**config.mk**
```make
export PLATFORM = sky130hd
export DESIGN_NAME = mdio_mgmt_ctrl
export DESIGN_NICKNAME = d
export VERILOG_FILES = /design/src/rtl/mdio_pkg.sv /design/src/rtl/mdio_mdc_gen.sv /design/src/rtl/mdio_in_sync.sv /design/src/rtl/mdio_frame_eng.sv /design/src/rtl/mdio_mgmt_ctrl.sv
export SDC_FILE = /design/constraint.sdc
export NUM_CORES = 1
export LEC_CHECK = 0
export CAP_MARGIN = 20
export CORE_MARGIN = 10
export CORE_UTILIZATION = 25
export DETAILED_ROUTE_END_ITERATION = 10
export HOLD_SLACK_MARGIN = 0.1
export PLACE_DENSITY = 0.49
export REMOVE_ABC_BUFFERS = 1
export SYNTH_ARGS = -nofsm -noshare
export SYNTH_HDL_FRONTEND = slang
export SYNTH_SLANG_ARGS = --single-unit
```
**constraint.sdc**
```tcl
create_clock -name clk -period 3.4 [get_ports clk]
set_input_delay 0.68 -clock clk [delete_from_list [all_inputs] [get_ports clk]]
set_output_delay 0.68 -clock clk [all_outputs]
set_load 0.05 [all_outputs]
```
**src/rtl/mdio_pkg.sv**
```systemverilog
package mdio_pkg;

   localparam int unsigned REG_W     = 32;
   localparam int unsigned FIELD_W   = 5;
   localparam int unsigned DATA_W    = 16;

   localparam int unsigned CTL_IDLE  = 31;
   localparam int unsigned CTL_EN    = 30;
   localparam int unsigned ACC_GO    = 31;
   localparam int unsigned ACC_WR    = 30;

   localparam logic [1:0] ST_CODE    = 2'b01;
   localparam logic [1:0] OP_READ    = 2'b10;
   localparam logic [1:0] OP_WRITE   = 2'b01;
   localparam logic [1:0] TA_WRITE   = 2'b10;

   typedef struct packed {
      logic               go;
      logic               wr;
      logic [3:0]         rsvd;
      logic [FIELD_W-1:0] regad;
      logic [FIELD_W-1:0] phyad;
      logic [DATA_W-1:0]  data;
   } acc_word_t;

endpackage

```
**src/rtl/mdio_mdc_gen.sv**
```systemverilog
module mdio_mdc_gen #(
   parameter int unsigned DIV_W = 8
) (
   input  logic             clk,
   input  logic             rst_n,
   input  logic             en,
   input  logic [DIV_W-1:0] div,
   output logic             mdc,
   output logic             rise_p,
   output logic             fall_p
);

   logic [DIV_W-1:0] cnt_q;
   logic [DIV_W-1:0] cnt_nxt;
   logic [DIV_W-1:0] div_eff;
   logic [DIV_W:0]   half_pt;
   logic             mdc_q;

   always_comb begin
      div_eff = (div == '0) ? DIV_W'(1) : div;
      half_pt = ({1'b0, div_eff} + (DIV_W+1)'(1)) >> 1;
      cnt_nxt = (cnt_q >= div_eff) ? '0 : cnt_q + 1'b1;
   end

   assign rise_p = en && ({1'b0, cnt_nxt} == half_pt);
   assign fall_p = en && (cnt_nxt == '0);
   assign mdc    = mdc_q;

   always_ff @(posedge clk or negedge rst_n) begin
      if (!rst_n) begin
         cnt_q <= '0;
         mdc_q <= 1'b0;
      end else if (!en) begin
         cnt_q <= '0;
         mdc_q <= 1'b0;
      end else begin
         cnt_q <= cnt_nxt;
         mdc_q <= ({1'b0, cnt_nxt} >= half_pt);
      end
   end

   assert_strobe_excl_R6: assert property (@(posedge clk) disable iff (!rst_n)
      !(rise_p && fall_p));
   assert_rise_sets_mdc_R6: assert property (@(posedge clk) disable iff (!rst_n)
      rise_p |=> mdc_q);
   assert_fall_clears_mdc_R6: assert property (@(posedge clk) disable iff (!rst_n)
      fall_p |=> !mdc_q);
   assert_mdc_low_disabled_R8: assert property (@(posedge clk) disable iff (!rst_n)
      !en |=> !mdc_q);

endmodule

```
**src/rtl/mdio_in_sync.sv**
```systemverilog
module mdio_in_sync #(
   parameter int unsigned STAGES = 0
) (
   input  logic clk,
   input  logic rst_n,
   input  logic din,
   output logic dout
);

   if (STAGES == 0) begin : g_direct
      logic unused_sync;
      assign unused_sync = clk ^ rst_n;
      assign dout = din;
   end else begin : g_flops
      logic [STAGES-1:0] chain_q;
      always_ff @(posedge clk or negedge rst_n) begin
         if (!rst_n) chain_q <= '1;
         else        chain_q <= {chain_q[STAGES-2+((STAGES==1)?1:0):0], din};
      end
      assign dout = chain_q[STAGES-1];
   end

endmodule

```
**src/rtl/mdio_frame_eng.sv**
```systemverilog
module mdio_frame_eng
   import mdio_pkg::*;
#(
   parameter int unsigned PRE_LEN = 32
) (
   input  logic               clk,
   input  logic               rst_n,
   input  logic               en,
   input  logic               start,
   input  logic               start_wr,
   input  logic [FIELD_W-1:0] start_phy,
   input  logic [FIELD_W-1:0] start_reg,
   input  logic [DATA_W-1:0]  start_data,
   input  logic               rise_p,
   input  logic               fall_p,
   input  logic               mdio_in,
   output logic               mdio_o,
   output logic               mdio_oe,
   output logic               done,
   output logic [DATA_W-1:0]  rx_data
);

   localparam int unsigned FRAME_LEN = PRE_LEN + 32;
   localparam int unsigned IDX_W     = $clog2(FRAME_LEN);
   localparam int unsigned LAST      = FRAME_LEN - 1;
   localparam logic [IDX_W-1:0] LAST_IDX = IDX_W'(LAST);
   localparam logic [IDX_W-1:0] TA_IDX   = IDX_W'(PRE_LEN + 14);
   localparam logic [IDX_W-1:0] DATA_IDX = IDX_W'(PRE_LEN + 16);

   logic                 pending_q;
   logic                 launched_q;
   logic                 is_rd_q;
   logic [IDX_W-1:0]     idx_q;
   logic [IDX_W-1:0]     idx_nxt;
   logic [FRAME_LEN-1:0] sh_q;
   logic [FRAME_LEN-1:0] frame_word;
   logic [DATA_W-1:0]    rx_q;
   logic                 out_q;
   logic                 oe_q;
   logic                 drive_nxt;

   always_comb begin
      frame_word = {{PRE_LEN{1'b1}}, ST_CODE,
                    start_wr ? OP_WRITE : OP_READ,
                    start_phy, start_reg,
                    start_wr ? TA_WRITE : 2'b11,
                    start_wr ? start_data : {DATA_W{1'b1}}};
      idx_nxt   = idx_q + IDX_W'(1);
      drive_nxt = !(is_rd_q && (idx_nxt >= TA_IDX));
   end

   assign done    = en && launched_q && fall_p && (idx_q == LAST_IDX);
   assign mdio_o  = out_q;
   assign mdio_oe = oe_q;
   assign rx_data = rx_q;

   always_ff @(posedge clk or negedge rst_n) begin
      if (!rst_n) begin
         pending_q  <= 1'b0;
         launched_q <= 1'b0;
         is_rd_q    <= 1'b0;
         idx_q      <= '0;
         sh_q       <= '0;
         rx_q       <= '0;
         out_q      <= 1'b0;
         oe_q       <= 1'b0;
      end else if (!en) begin
         pending_q  <= 1'b0;
         launched_q <= 1'b0;
         out_q      <= 1'b0;
         oe_q       <= 1'b0;
      end else begin
         if (start) begin
            pending_q <= 1'b1;
            is_rd_q   <= !start_wr;
            sh_q      <= frame_word;
            rx_q      <= '0;
         end else if (fall_p) begin
            if (pending_q && !launched_q) begin
               pending_q  <= 1'b0;
               launched_q <= 1'b1;
               idx_q      <= '0;
               out_q      <= sh_q[LAST];
               oe_q       <= 1'b1;
               sh_q       <= {sh_q[LAST-1:0], 1'b0};
            end else if (launched_q && (idx_q != LAST_IDX)) begin
               idx_q <= idx_nxt;
               out_q <= sh_q[LAST];
               oe_q  <= drive_nxt;
               sh_q  <= {sh_q[LAST-1:0], 1'b0};
            end else if (launched_q) begin
               launched_q <= 1'b0;
               out_q      <= 1'b0;
               oe_q       <= 1'b0;
            end
         end
         if (rise_p && launched_q && is_rd_q && (idx_q >= DATA_IDX)) begin
            rx_q <= {rx_q[DATA_W-2:0], mdio_in};
         end
      end
   end

   assert_ta_release_R5: assert property (@(posedge clk) disable iff (!rst_n)
      (launched_q && is_rd_q && (idx_q >= TA_IDX)) |-> !oe_q);
   assert_write_drives_R4: assert property (@(posedge clk) disable iff (!rst_n)
      (launched_q && !is_rd_q) |-> oe_q);
   assert_no_start_in_flight_R7: assert property (@(posedge clk) disable iff (!rst_n)
      (pending_q || launched_q) |-> !start);

endmodule

```
**src/rtl/mdio_mgmt_ctrl.sv**
```systemverilog
module mdio_mgmt_ctrl
   import mdio_pkg::*;
#(
   parameter int unsigned DIV_W   = 8,
   parameter int unsigned PRE_LEN = 32,
   parameter int unsigned IN_SYNC = 0
) (
   input  logic        clk,
   input  logic        rst_n,
   input  logic        bus_addr,
   input  logic        bus_wr,
   input  logic [31:0] bus_wdata,
   output logic [31:0] bus_rdata,
   output logic        mdc,
   output logic        mdio_o,
   output logic        mdio_oe,
   input  logic        mdio_i
);

   if (DIV_W < 1 || DIV_W > 8) begin : g_bad_div
      $error("DIV_W must lie in 1..8");
   end
   if (PRE_LEN < 1 || PRE_LEN > 64) begin : g_bad_pre
      $error("PRE_LEN must lie in 1..64");
   end
   if (IN_SYNC > 3) begin : g_bad_sync
      $error("IN_SYNC must lie in 0..3");
   end

   logic             ctrl_en_q;
   logic [DIV_W-1:0] ctrl_div_q;
   acc_word_t        acc_q;
   logic             acc_wr_ok;
   logic             go_ok;
   logic             ctrl_wr;
   logic             rise_p;
   logic             fall_p;
   logic             eng_done;
   logic [DATA_W-1:0] eng_rx;
   logic             mdio_in_s;
   logic             unused_wdata;

   assign unused_wdata = ^bus_wdata[29:26];
   assign ctrl_wr   = bus_wr && !bus_addr;
   assign acc_wr_ok = bus_wr && bus_addr && !acc_q.go;
   assign go_ok     = acc_wr_ok && bus_wdata[ACC_GO] && ctrl_en_q;

   always_ff @(posedge clk or negedge rst_n) begin
      if (!rst_n) begin
         ctrl_en_q  <= 1'b0;
         ctrl_div_q <= '0;
      end else if (ctrl_wr) begin
         ctrl_en_q  <= bus_wdata[CTL_EN];
         ctrl_div_q <= bus_wdata[DIV_W-1:0];
      end
   end

   always_ff @(posedge clk or negedge rst_n) begin
      if (!rst_n) begin
         acc_q <= '0;
      end else begin
         if (acc_wr_ok) begin
            acc_q.go    <= go_ok;
            acc_q.wr    <= bus_wdata[ACC_WR];
            acc_q.rsvd  <= '0;
            acc_q.regad <= bus_wdata[25:21];
            acc_q.phyad <= bus_wdata[20:16];
            acc_q.data  <= bus_wdata[15:0];
         end else if (eng_done) begin
            acc_q.go <= 1'b0;
            if (!acc_q.wr) acc_q.data <= eng_rx;
         end
         if (!ctrl_en_q) acc_q.go <= 1'b0;
      end
   end

   always_comb begin
      if (bus_addr) bus_rdata = acc_q;
      else          bus_rdata = {~acc_q.go, ctrl_en_q, {(30-DIV_W){1'b0}}, ctrl_div_q};
   end

   mdio_mdc_gen #(.DIV_W(DIV_W)) mdc_gen_i (
      .clk    (clk),
      .rst_n  (rst_n),
      .en     (ctrl_en_q),
      .div    (ctrl_div_q),
      .mdc    (mdc),
      .rise_p (rise_p),
      .fall_p (fall_p)
   );

   mdio_in_sync #(.STAGES(IN_SYNC)) in_sync_i (
      .clk   (clk),
      .rst_n (rst_n),
      .din   (mdio_i),
      .dout  (mdio_in_s)
   );

   mdio_frame_eng #(.PRE_LEN(PRE_LEN)) frame_eng_i (
      .clk        (clk),
      .rst_n      (rst_n),
      .en         (ctrl_en_q),
      .start      (go_ok),
      .start_wr   (bus_wdata[ACC_WR]),
      .start_phy  (bus_wdata[20:16]),
      .start_reg  (bus_wdata[25:21]),
      .start_data (bus_wdata[15:0]),
      .rise_p     (rise_p),
      .fall_p     (fall_p),
      .mdio_in    (mdio_in_s),
      .mdio_o     (mdio_o),
      .mdio_oe    (mdio_oe),
      .done       (eng_done),
      .rx_data    (eng_rx)
   );

   assert_busy_hold_R2: assert property (@(posedge clk) disable iff (!rst_n)
      (acc_q.go && ctrl_en_q && !eng_done) |=> acc_q.go);
   assert_done_clears_R2: assert property (@(posedge clk) disable iff (!rst_n)
      eng_done |=> !acc_q.go);
   assert_ignore_busy_wr_R7: assert property (@(posedge clk) disable iff (!rst_n)
      (acc_q.go && ctrl_en_q && !eng_done && bus_wr && bus_addr) |=> $stable(acc_q));
   assert_oe_only_busy_R9: assert property (@(posedge clk) disable iff (!rst_n)
      !acc_q.go |-> !mdio_oe);
   assert_go_needs_en_R8: assert property (@(posedge clk) disable iff (!rst_n)
      !ctrl_en_q |=> !acc_q.go);

endmodule

```
==> summary.txt <==
STA
  • Worst-Margin Slew: 0.977 ns
  • Skew final: 0.0110 ns
  • Hold Slack: 0.275 ns
  • Setup-failing EPs final: 0
  • Unrepaired setup endpoints after global routing: yes
  • Max Slew Vio Count: 0
  • Hold Vio Cnt, Final: 0
  • Final worst-path cycle share: 95.0%
  • Final min period: roughly 3.2 ns
  • Peak Freq: 310 MHz
  • Worst rel slew slack: between 30% and 40%

Synth
  • Largest cells by area after synthesis: dfrtp_1 (51%), nand2_1 (6.8%), ha_1 (3.5%)
  • Yosys Warn Count: 0
  • Synth Area in XOR/XNOR: 1.81%
  • Combinational family with the most area after synthesis: simple AND/OR/NAND/NOR gates
  • Mean post-synth cell area: approximately 9.8 um^2
  • Post-synth top area cell: dfrtp_1
  • Synth Flop Type: dfrtp_1
  • Commonest cells in the netlist: dfrtp_1 (137), nand2_1 (122), nor2_1 (47), o21ai_0 (37), clkbuf_1 (31)
  • Post-synth EDFFs: 0
  • Adder-Cell Fraction of Synth Area: 3.52%
  • Synth Area in Compound Gates: ~16%
  • Post-Syn Area: just under 7000 um^2
  • Cell variety after synth: 54
  • Ys async rst share: 100%
  • FF+latch count, synth: 137
  • Register area share after synthesis: 50.7%
  • Post-Synth Simple-Gate Area: 19.4%
  • Count leader, synth: dfrtp_1
  • Post-synthesis mux area share: around 3.6%
  • Yosys top cell area share: just over 50%
  • Post-Syn Instances: just under 700

Setup path
  • Worst path bufs/invs: 3
  • Delay-heaviest family, CP: simple AND/OR/NAND/NOR gates
  • Crit-path max cell delay: 0.40 ns
  • Worst path slowest cell: dfrtp_1
  • Crit Path Max Fanout: 8
  • Most used cell, CP: ha_1
  • Worst setup SP type: flip-flop
  • WP data required: 3.71 ns
  • Worst endpoint data arrival time: ~3.5 ns
  • CP Cell Sequence: inv_1 -> a41o_1 -> ha_1 -> and3_1 -> o21ai_1 -> a31oi_1 -> or2_4 -> nor2_2 -> ha_1 -> nand4_1 -> nor4_4 -> buf_4 -> nor2_4 -> buf_6 -> a22o_1
  • Setup crit end kind: flip-flop
  • Worst setup path category: reg2reg

Route
  • Post-Route WL: 18,000 um
  • Vias per Instance: 4.70
  • 1st-pass router iterations: 4
  • Routed WL per cell: 16.1 um
  • Post-route ant nets: 0
  • Detailed-route via count: 5,264
  • # DRC: 0
  • 1st-iter DRT viols: 299

Global routing
  • Largest net degree at the start of global routing: 69
  • Total grt overflow: 0
  • Vias in the first global route: about 5,500
  • First-pass GRT wire length: 30,200 um
  • GR Util All Layers: 11.1%
  • Initial antenna violation count: 0

Placed design
  • Dpl cells: 1,083
  • DP HPWL: about 12,000 um
  • IO Port Bufs: 63
  • GPL Wtd Cong: 0.768
  • DP Area: about 8000 um^2

Power
  • Psw: 1.58 mW
  • Sw Ratio: a little under a third
  • Leak pwr: 3.85 nW
  • Peak supply drop: 0.000389 V
  • Final Power: 5.19 mW
  • Clk pwr share: roughly 37%
  • Power Density: 577 nW/um^2
  • Comb power frac: 23.3%
  • Part of the power in registers: 40.1%
  • Internal: 3.62 mW

Cells and area
  • Syn-to-layout area delta: 33.2%
  • Fin cells: roughly 1,100
  • Design Area, Final: 9000 um^2
  • Fin nets: ~800
  • Ant diodes: 0
  • Register area: 3430 um^2
  • # fillers: 2,698
  • Multi-input logic area: 3150 um^2
  • Layout cell share with drive strength beyond 1: 19.0%

Clock tree
  • Clk slew on worst S/H paths: ~0.06 ns
  • Clock root cell: clkbuf_16
  • Num CTS Buffers: 17
  • CTS Buffer Depth: 2
  • Clk_lat worst skew: between 0.4 and 0.5 ns
  • Post-CTS Hold Buffers: 0
  • H-tree levels: 4
  • TritonCTS Sinks: 137
  • TritonCTS clock tree: yes

Floorplan
  • Top Ports: 72
  • Row cnt: 60
  • Core Box Area: 26,800 um^2
  • Die X: 184 um
  • Initial Util: approximately 25%
  • Die Span Y: 184 um
  • Die Area: around 34,000 um^2

Run status
  • Status: completed

Flow run
  • Maxcap violations: 0

Hold path
  • Hold Crit Class: in2async
power by group through the flow:
stage	sequential (mW)	combinational, mW	clock [mW]
after floorplan	2.07	0.706	0
after global placement	2.11	1.17	0
after detailed placement	2.11	1.18	0
after CTS	2.09	1.21	1.94
after global routing	2.13	1.34	2.01
final	2.08	1.21	1.90
registers in the layout (all words and copies together) (netlist names):
signal / count
frame_eng_i.is_rd_q: 1
frame_eng_i.rx_data: 16
ctrl_div_q: 8
frame_eng_i.launched_q: 1
acc_q: 28
ctrl_en_q: 1
frame_eng_i.mdio_o: 1
frame_eng_i.pending_q: 1
mdc_gen_i.cnt_q: 8
frame_eng_i.idx_q: 6
frame_eng_i.mdio_oe: 1
frame_eng_i.sh_q: 64
mdc_gen_i.mdc: 1
layer usage:
metal	track usage, %	share of wire (%)	vias up	routed length [um]
met5	0	0	-	0
met4	4.06	1.5	0	273
met3	2.64	4.2	19	763
met2	17.1	47	82	8430
met1	14.7	48	2583	8590
li1	-	-	2580	-
cells by family (layout without fill, tap and decap cells):
family | Yosys count | after routing
AO/OA/AOI/OAI | 148 | 148
XOR/XNOR | 14 | 14
adder cells (fa/ha/maj) | 19 | 19
buffers and inverters | 71 | 157
flip-flops | 137 | 137
multiplexers | 22 | 22
other | 1 | 4
AND/OR/NAND/NOR | 279 | 279
metrics by stage:
stage | util, % | setup WS [ns] | setup TNS (ns)
2_1_floorplan | - | -0.833 | -23.19
4_1_cts | 33.2 | 0.00617 | 0
3_5_place_dp | 30.8 | -0.0437 | -0.567
5_1_grt | 33.6 | -0.0165 | -0.0320
3_3_place_gp | 30.8 | -0.0285 | -0.411
6_report | 33.6 | 0.171 | 0
area by class of cell:
| type | count | share of cell area (%) |
|---|---|---|
| Multi-Input combinational cell | 486 | 35.0 |
| Timing Repair Buffer | 104 | 14.6 |
| Sequential cell | 137 | 38.1 |
| Tap cell | 341 | 4.74 |
| Inverter | 21 | 0.876 |
| Clock buffer | 18 | 4.88 |
| Clock inverter | 14 | 1.82 |
worst paths after layout:
path | start | to | slack [ns] | cells after the start
setup / recovery | ctrl_div_q[6] | frame_eng_i.rx_data[13] | 0.17 | 15
hold / removal | rst_n | frame_eng_i.idx_q[1] | 0.28 | 1
setup reg to reg | ctrl_div_q[6] | frame_eng_i.rx_data[13] | 0.17 | 15
hold reg to reg | acc_q[18] | acc_q[18] | 0.47 | 2
max in group asynchronous | rst_n | frame_eng_i.sh_q[39] | 2.35 | 2
min in group clk | acc_q[18] | acc_q[18] | 0.47 | 2
cell usage in the layout (no fill, tap or decap), types with 4 or more instances in the layout:
cell type,Yosys,final
o22a_1,23,23
nand4_1,5,5
nor2_1,47,40
xnor2_1,10,10
nand2_1,122,121
clkinv_4,0,4
buf_12,0,35
nor2_4,0,4
ha_1,19,16
o21ai_0,37,36
a211oi_1,20,20
a22o_1,17,17
inv_6,0,4
nor3b_1,15,15
o221ai_1,5,5
conb_1,1,4
and3_1,15,15
a21oi_1,9,9
clkdlybuf4s50_1,0,34
clkbuf_16,0,17
mux2_2,21,21
and2_1,18,18
xor2_1,4,4
buf_4,5,32
nand3_1,28,27
nor2b_1,5,5
dfrtp_1,137,137
nor3_1,9,7
inv_1,21,21
a21o_1,6,6
or3_1,5,4
a221o_1,7,7
worst reg2reg max path, cell delays in order (launching register included):
cell and delay (ns):
dfrtp_1 0.40, inv_1 0.08, a41o_1 0.27, ha_1 0.27, and3_1 0.14, o21ai_1 0.06, a31oi_1 0.25, or2_4 0.24
nor2_2 0.05, ha_1 0.29, nand4_1 0.18, nor4_4 0.36, buf_4 0.18, nor2_4 0.04, buf_6 0.14, a22o_1 0.18
what timing repair did:
action                                  in CTS  in global routing
gates cloned                                 1                  0
resized for setup                            8                 15
endpoints found under the setup margin      16                 17
hold endpoints to repair                     0                  0
buffers inserted                             0                  5
pin swaps                                    5                 17
Power figures use the tool's default switching activity.
